--- config.mk ---
export PLATFORM = sky130hd
export DESIGN_NAME = mmio_range_router
export DESIGN_NICKNAME = d
export VERILOG_FILES = /design/src/rtl/mmio_rr_pkg.sv /design/src/rtl/mmio_rr_regfile.sv /design/src/rtl/mmio_rr_match.sv /design/src/rtl/mmio_rr_pick.sv /design/src/rtl/mmio_range_router.sv
export SDC_FILE = /design/constraint.sdc
export NUM_CORES = 1
export LEC_CHECK = 0
export ABC_AREA = 1
export BUFFER_PORTS_ARGS = -buffer_cell sky130_fd_sc_hd__buf_2
export CAP_MARGIN = 20
export CORE_ASPECT_RATIO = 1.25
export CORE_UTILIZATION = 43
export DETAILED_ROUTE_END_ITERATION = 8
export PLACE_DENSITY = 0.66
export SLEW_MARGIN = 30
export SYNTH_ARGS = -nofsm -noshare
export SYNTH_HDL_FRONTEND = slang
export SYNTH_HIERARCHICAL = 1
export SYNTH_SLANG_ARGS = --single-unit
export TNS_END_PERCENT = 50
--- constraint.sdc ---
create_clock -name clk -period 2.45 [get_ports clk]
set_input_delay 0.49 -clock clk [delete_from_list [all_inputs] [get_ports clk]]
set_output_delay 0.49 -clock clk [all_outputs]
set_load 0.05 [all_outputs]
--- src/rtl/mmio_rr_pkg.sv ---
// Shared field layouts for the MMIO range router.
// Assumes 40-bit byte addresses and 64 KB window granularity.
package mmio_rr_pkg;
    localparam int ADDR_W    = 40;
    localparam int GRAN_W    = 16;
    localparam int RNG_W     = ADDR_W - GRAN_W;
    localparam int WORD_W    = 32;
    localparam logic [1:0] LINK_RSVD = 2'd3;

    // Start word: window start plus access controls.
    typedef struct packed {
        logic [RNG_W-1:0] addr;    // bits 31:8
        logic [3:0]       rsvd;    // bits 7:4
        logic             lock;    // bit 3
        logic             cpu_off; // bit 2
        logic             wr_en;   // bit 1
        logic             rd_en;   // bit 0
    } start_word_t;

    // End word: window end plus routing attributes.
    typedef struct packed {
        logic [RNG_W-1:0] addr;    // bits 31:8
        logic             np;      // bit 7
        logic             rsvd1;   // bit 6
        logic [1:0]       link;    // bits 5:4
        logic             rsvd0;   // bit 3
        logic [2:0]       node;    // bits 2:0
    } end_word_t;
endpackage

--- src/rtl/mmio_rr_regfile.sv ---
// Holds the start and end words of every window.
// Assumes one write per cycle. A window whose freeze bit is set ignores writes to both of its words.
module mmio_rr_regfile
    import mmio_rr_pkg::*;
#(
    parameter int N_PAIRS = 8,
    parameter int IDX_W   = 3
) (
    input  logic                            clk,
    input  logic                            rst_n,
    input  logic                            cfg_we,
    input  logic                            cfg_sel_limit,
    input  logic [IDX_W-1:0]                cfg_idx,
    input  logic [WORD_W-1:0]               cfg_wdata,
    output start_word_t [N_PAIRS-1:0]       start_q,
    output end_word_t   [N_PAIRS-1:0]       end_q
);
    // Update the addressed word unless its window is frozen.
    always_ff @(posedge clk) begin
        if (!rst_n) begin
            start_q <= '0;
            end_q   <= '0;
        end else if (cfg_we) begin
            for (int i = 0; i < N_PAIRS; i++) begin
                if (cfg_idx == IDX_W'(i) && !start_q[i].lock) begin
                    if (cfg_sel_limit)
                        end_q[i] <= end_word_t'(cfg_wdata);
                    else
                        start_q[i] <= start_word_t'(cfg_wdata);
                end
            end
        end
    end
endmodule

--- src/rtl/mmio_rr_match.sv ---
// Decides whether one window accepts a request.
// Assumes the caller supplies address bits 39:16 only; purely combinational.
module mmio_rr_match
    import mmio_rr_pkg::*;
(
    input  start_word_t      sw,
    input  end_word_t        ew,
    input  logic [RNG_W-1:0] addr_hi,
    input  logic             is_wr,
    input  logic             is_cpu,
    output logic             hit
);
    logic in_rng, type_ok, cpu_ok, link_ok;
    logic unused_fields;

    // Inclusive range compare and the access, CPU and link qualifiers.
    always_comb begin
        in_rng  = (addr_hi >= sw.addr) && (addr_hi <= ew.addr);
        type_ok = is_wr ? sw.wr_en : sw.rd_en;
        cpu_ok  = !(is_cpu && sw.cpu_off);
        link_ok = (ew.link != LINK_RSVD);
        hit     = in_rng && type_ok && cpu_ok && link_ok;
    end

    // Fields that the match ignores.
    assign unused_fields = ^{sw.rsvd, sw.lock, ew.np, ew.rsvd1, ew.rsvd0, ew.node};
endmodule

--- src/rtl/mmio_rr_pick.sv ---
// Selects the lowest-numbered asserted bit of a hit vector.
// Assumes the index output is don't-care when 'any' is low; it is then driven to zero.
module mmio_rr_pick #(
    parameter int N_PAIRS = 8,
    parameter int IDX_W   = 3
) (
    input  logic [N_PAIRS-1:0] hit_vec,
    output logic               any,
    output logic [IDX_W-1:0]   win
);
    // Scan from the top down so the lowest hitting index is assigned last.
    always_comb begin
        any = |hit_vec;
        win = '0;
        for (int i = N_PAIRS - 1; i >= 0; i--) begin
            if (hit_vec[i])
                win = IDX_W'(i);
        end
    end
endmodule

--- src/rtl/mmio_range_router.sv ---
// Routes MMIO requests to a node and link through programmable, freezable windows.
// Assumes synchronous active-low reset. The response is registered one cycle after the request.
module mmio_range_router
    import mmio_rr_pkg::*;
#(
    parameter  int N_PAIRS = 8,
    localparam int IDX_W   = (N_PAIRS > 1) ? $clog2(N_PAIRS) : 1
) (
    input  logic              clk,
    input  logic              rst_n,
    input  logic              cfg_we,
    input  logic              cfg_sel_limit,
    input  logic [IDX_W-1:0]  cfg_idx,
    input  logic [WORD_W-1:0] cfg_wdata,
    input  logic              req_valid,
    input  logic [ADDR_W-1:0] req_addr,
    input  logic              req_write,
    input  logic              req_cpu,
    output logic              rsp_hit,
    output logic [2:0]        rsp_node,
    output logic [1:0]        rsp_link,
    output logic              rsp_nonposted,
    output logic [IDX_W-1:0]  rsp_idx
);
    start_word_t [N_PAIRS-1:0] start_q;
    end_word_t   [N_PAIRS-1:0] end_q;
    logic        [N_PAIRS-1:0] hit_vec;
    logic        [N_PAIRS-1:0] lock_vec;
    logic                      any_hit;
    logic        [IDX_W-1:0]   win;
    logic        [RNG_W-1:0]   addr_hi;
    logic                      unused_low;

    assign addr_hi    = req_addr[ADDR_W-1:GRAN_W];
    assign unused_low = ^req_addr[GRAN_W-1:0];

    mmio_rr_regfile #(.N_PAIRS(N_PAIRS), .IDX_W(IDX_W)) u_regs (
        .clk           (clk),
        .rst_n         (rst_n),
        .cfg_we        (cfg_we),
        .cfg_sel_limit (cfg_sel_limit),
        .cfg_idx       (cfg_idx),
        .cfg_wdata     (cfg_wdata),
        .start_q       (start_q),
        .end_q         (end_q)
    );

    for (genvar g = 0; g < N_PAIRS; g++) begin : g_win
        mmio_rr_match u_match (
            .sw      (start_q[g]),
            .ew      (end_q[g]),
            .addr_hi (addr_hi),
            .is_wr   (req_write),
            .is_cpu  (req_cpu),
            .hit     (hit_vec[g])
        );
    end

    mmio_rr_pick #(.N_PAIRS(N_PAIRS), .IDX_W(IDX_W)) u_pick (
        .hit_vec (hit_vec),
        .any     (any_hit),
        .win     (win)
    );

    // Gather the freeze bits for observation.
    always_comb begin
        for (int i = 0; i < N_PAIRS; i++)
            lock_vec[i] = start_q[i].lock;
    end

    // Register the winning window's attributes, or all zeros.
    always_ff @(posedge clk) begin
        if (!rst_n || !req_valid || !any_hit) begin
            rsp_hit       <= 1'b0;
            rsp_idx       <= '0;
            rsp_node      <= '0;
            rsp_link      <= '0;
            rsp_nonposted <= 1'b0;
        end else begin
            rsp_hit       <= 1'b1;
            rsp_idx       <= win;
            rsp_node      <= end_q[win].node;
            rsp_link      <= end_q[win].link;
            rsp_nonposted <= end_q[win].np;
        end
    end
endmodule


# Yosys cells after proc, flatten, opt, wreduce, memory -nomap -nowiden
# Cells that the tools add are included.
# word_totals
ff_bits	490
in_bits	82
output_inout_bits	10
# op_classes
n_lt_le_gt_ge	17
eq_ne	15
muxes	19
n_bitwise	1
n_reduce_logical	87
# ops
op	n
$ge A24 B24 Y1	8
$le A24 B24 Y1	8
$bmux W32 S3	1
$logic_and A1 B1 Y1	48
$reduce_and A3 Y1	16
$mux W3	8
$logic_not A1 Y1	19
$ne A2 B2 Y1 const B	8
$eq A3 B3 Y1 const B	4
$mux W1	9
$mux W8	1
$reduce_or A8 Y1	1
$eq A3 B2 Y1 const B	2
$lt A3 B4 Y1 const B	1
$eq A3 B1 Y1 const B	1
$logic_not A3 Y1	1
$logic_or A1 B1 Y1	2
$not A1 Y1	1

# Depth between registers and ports, before layout
# logic_depth
word_depth	15
depth_mapped	28
ltp_nobuf	26

# Cells and area by module
# The synthesis kept the hierarchy.
# by_module_without_submodules
module	instances	cells_each	area_per_inst_um2
mmio_rr_regfile	1	3592	22660.5
mmio_rr_match	8	224	1358.8
mmio_range_router	1	176	930.9
mmio_rr_pick	1	22	98.8

# Worst setup path before layout
# No wires, ideal clock.
# synth_timing
path_kind	input-to-reg
from	in req_addr[31]
to	reg rsp_node[0]
setup_ns	0.112
arrival_ns	2.351
required_ns	2.338
slack_ns	-0.014
path_stages	22
cell_sequence	ha_1 a21o_1 nor2_1 nand2_1 nand2_1 nand2_1 nor2_1 nor2_2 nor2_1 inv_1 nand2_1 nand2_1 nand2_1 nand2_1 a21oi_1 buf_6 buf_4 nand2_1 nand3_2 nand2_1 nand2_1 nand2_1
# synth_between
elab_cells_between_ends	61
# synth_rtl
element	line_no	source
start, declared	mmio_range_router.sv:16	input logic [ADDR_W-1:0] req_addr,
$ge A24 B24 Y1 / $le A24 B24 Y1 (equally long branches)	mmio_rr_match.sv:18	in_rng = (addr_hi >= sw.addr) && (addr_hi <= ew.addr);
$logic_and A1 B1 Y1 *	mmio_rr_match.sv:18	
$logic_and A1 B1 Y1 * (3 in a row)	mmio_rr_match.sv:22	hit = in_rng && type_ok && cpu_ok && link_ok;
named net hit_vec[5]	mmio_range_router.sv:27	logic [N_PAIRS-1:0] hit_vec;
$mux W3 * (6 in a row)	mmio_rr_pick.sv:16	if (hit_vec[i])
named net win[0]	mmio_range_router.sv:30	logic [IDX_W-1:0] win;
$bmux W32 S3 *	mmio_range_router.sv:82	rsp_node <= end_q[win].node;
$mux W8 *	--	
end signal, assigned	mmio_range_router.sv:82	
end, declared	mmio_range_router.sv:20	output logic [2:0] rsp_node,
# The timed path passes the listed nets; every way through them passes the cells marked *. The select of a mux whose other input is x is not followed.
# A chain may end at the register's enable or synchronous reset.

# Worst setup path after layout
# layout_timing
from	reg u_regs/start_q[180] (netlist name)
to	reg rsp_node[0]
# layout_between
elab_chain_len	13
elab_cells_between_ends	16
# layout_lines
element	line_no
$ge A24 B24 Y1	mmio_rr_match.sv:18
$logic_and A1 B1 Y1	mmio_rr_match.sv:18
$logic_and A1 B1 Y1 (3 in a row)	mmio_rr_match.sv:22
named net hit_vec[5]	mmio_range_router.sv:27
$mux W3 (6 in a row)	mmio_rr_pick.sv:16
named net win[0]	mmio_range_router.sv:30
$bmux W32 S3	mmio_range_router.sv:82
$mux W8	--
# The timed path passes the listed nets, and every way through them passes these cells. The select of a mux whose other input is x is not followed.

==> impl_metrics.toml <==
[setup_path]
reg2reg_from = "u_regs/start_q[180]"
critPathBufInv = 4
critPathRequiredTime_ns = 2.97
critPathLaunch = "u_regs/start_q[180]"
crit_end = "rsp_node[0]"
critPathMaxStageDelay_ns = 0.32
r2r.worst_path.cells = 23
r2r_slack_ns = -0.30
crit_fanout = 8
path_depth = 23
slowest_stage = "dfxtp_2"
cp_top_family = "simple AND/OR/NAND/NOR gates"
path_common_cell = "nand2_1"
start_kind = "flip-flop"
worstSetupPathType = "flip-flop to flip-flop"
critical_path.reg2reg.endpoint = "rsp_node[0]"
cp_cell_sequence = "inv_1, ha_4, nand2_2, nor2_4, nand4_1, nor2_4, nand2_2, nand2_2, nand2_2, nor2_4, inv_2, nand2_1, nand2_1, nand2_1, nand2_1, a21oi_2, buf_12, buf_12, nand2_2, nand3_1, nand2_1, nand2_1, nand2_1"
cp-end-kind = "flip-flop"
cp_data_arrival_time_ns = 3.27

[timing]
slew_viol_final = 0
worstMarginPinSlew_ns = 0.7885
hold_violations = 0
fin_skew_ns = 0.01881
rsz0062_at_grt = "yes"
final.period_utilization_pct = 112.1
tns_ns = -2.207
fmax_ghz = 0.3642
setup_ws_ns = -0.2955
layout_min_cycle_time_ns = 2.746
setup_viol_count_final = 10
slew_headroom_pct = 47.38

[cts]
cts-root-buf = "clkbuf_16"
cts_hold_buffers = 0
clkLatencyLatePin_ns = 0.62
clk_pin_slew_ns = 0.06
cts_tree = "yes"
cts_buffers = 52
cts_buffer_depth = 3
cts.sinks = 474
ctsHtreeMaxLevel = 2

[synth]
netlist_instances = 5269
netlist_area_mm2 = 0.03255
syn_nets = 5735
ys_warn_count = 6
syn_area_per_cell_um2 = 6.178

[finish]
antenna_cells = 0
fin_util_pct = 51.10
drive_gt1_share_pct = 14.68
final_common_cell = "nand2_1"
fin_cells = 6378
area_delta_synth_final_pct = 17.48
final_cell_area_mm2 = 0.03824
final_cell_mix = "nand2_1, inv_1, nor2_1"
finalNetCount = 5833

[placed_design]
dpl-instance-area_mm2 = 0.03503
hpwl_um = 66180
portBuffers = 74
gp_congestion = 0.8974
dp.cells = 6275

[grt]
grt_max_degree = 75
grt_pass1_wl_um = 148700
grt_usage_pct = 24.71
grt_pass1_vias = 28107
overflow = 0
antenna_found_initial = 2

[route]
wl_per_cell_um = 15.00
drc_errors = 0
drtIter0Drc = 1942
drt_wl_total_um = 95700
firstDrtPassIters = 5
num_vias = 30426
antenna_left = 0
vias_per_cell = 4.770

[die]
ios = 92
die_h_um = 309.6
die-area_mm2 = 0.07681
coreArea_mm2 = 0.07483
initial_core_util_pct = 43.50
rows = 112
die_w_um = 248.1

[outcome]
outcome = "finished with violations"
violations = "setup timing"

[power_and_ir_drop]
swShare_pct = 29.13
p_switching_mw = 5.603
p_leak_nw = 18.51
p_total_mw = 19.24
vdd_drop_max_mv = 0.4901
internal_power_mw = 13.63
power_frac_seq_pct = 41.4
combPwrFrac_pct = 17.0
p_clk_share_pct = 41.6
p_per_area_mw_per_mm2 = 503.0

[worst_hold_path]
hold_path.class = "primary input to flip-flop"

[job]
cap_violations = 0
==> worst min-delay path by stage <==
stage	start	to	cells after the start
finish	cfg_wdata[4]	u_regs/end_q[100]	3
global route	cfg_wdata[7]	u_regs/end_q[103]	3
CTS	cfg_wdata[4]	u_regs/end_q[228]	3
detailed placement	u_regs/start_q[99]	u_regs/start_q[99]	2
global placement	u_regs/start_q[99]	u_regs/start_q[99]	2
floorplan	u_regs/start_q[99]	u_regs/start_q[99]	2
==> power groups by stage <==
| stage | Sequential (mW) | Combinational (mW) | Clock [mW] |
|---|---|---|---|
| 3_5_place_dp | 8.12 | 3.00 | 0 |
| 3_3_place_gp | 8.12 | 2.95 | 0 |
| 4_1_cts | 7.95 | 3.09 | 8.17 |
| 5_1_grt | 7.97 | 3.68 | 8.46 |
| 2_1_floorplan | 8.10 | 1.87 | 0 |
| 6_report | 7.96 | 3.28 | 8.00 |
==> flip-flops by register name (all words and copies together) (netlist names) <==
name / flops
rsp_node: 3
u_regs/start_q: 224
u_regs/end_q: 240
rsp_link: 2
rsp_idx: 3
rsp_nonposted: 1
rsp_hit: 1
==> worst min-delay path: stages <==
cell,delay (ns)
buf_2,0.14
nor2_1,0.06
nor2_1,0.09
==> layer usage <==
metal	vias to the layer above	wire length, um	GRT usage, %
met3	189	4969	2.820
met4	2	3787	10.20
met5	-	8	0
met1	13770	40430	30.26
li1	15735	-	-
met2	730	46500	43.49
==> timing repair <==
item | in CTS | in global routing
resized for setup | 126 | 219
pin swaps | 52 | 115
setup endpoints to repair | 10 | 10
gates cloned | 0 | 1
buffers inserted | 2 | 6
==> final cells by class <==
cell class	count	area (um2)
Multi-Input combinational cell	3255	18420
Tap cell	969	1212
Clock buffer	80	1506
Fill cell	7508	36590
Timing Repair Buffer	291	2472
Sequential cell	474	9567
Inverter	1293	4883
Clock inverter	16	178.9
==> per-stage QoR <==
| stage | hold slack (ns) | worst slack [ns] |
|---|---|---|
| 5_1_grt | 0.1776 | -0.4338 |
| 3_5_place_dp | 0.4474 | -0.9946 |
| 4_1_cts | 0.1687 | -0.2165 |
| 6_report | 0.1942 | -0.2955 |
| 2_1_floorplan | 0.4304 | 0.01956 |
| 3_3_place_gp | 0.4404 | -1.010 |
No activity file was read; power rests on OpenSTA's default activity.
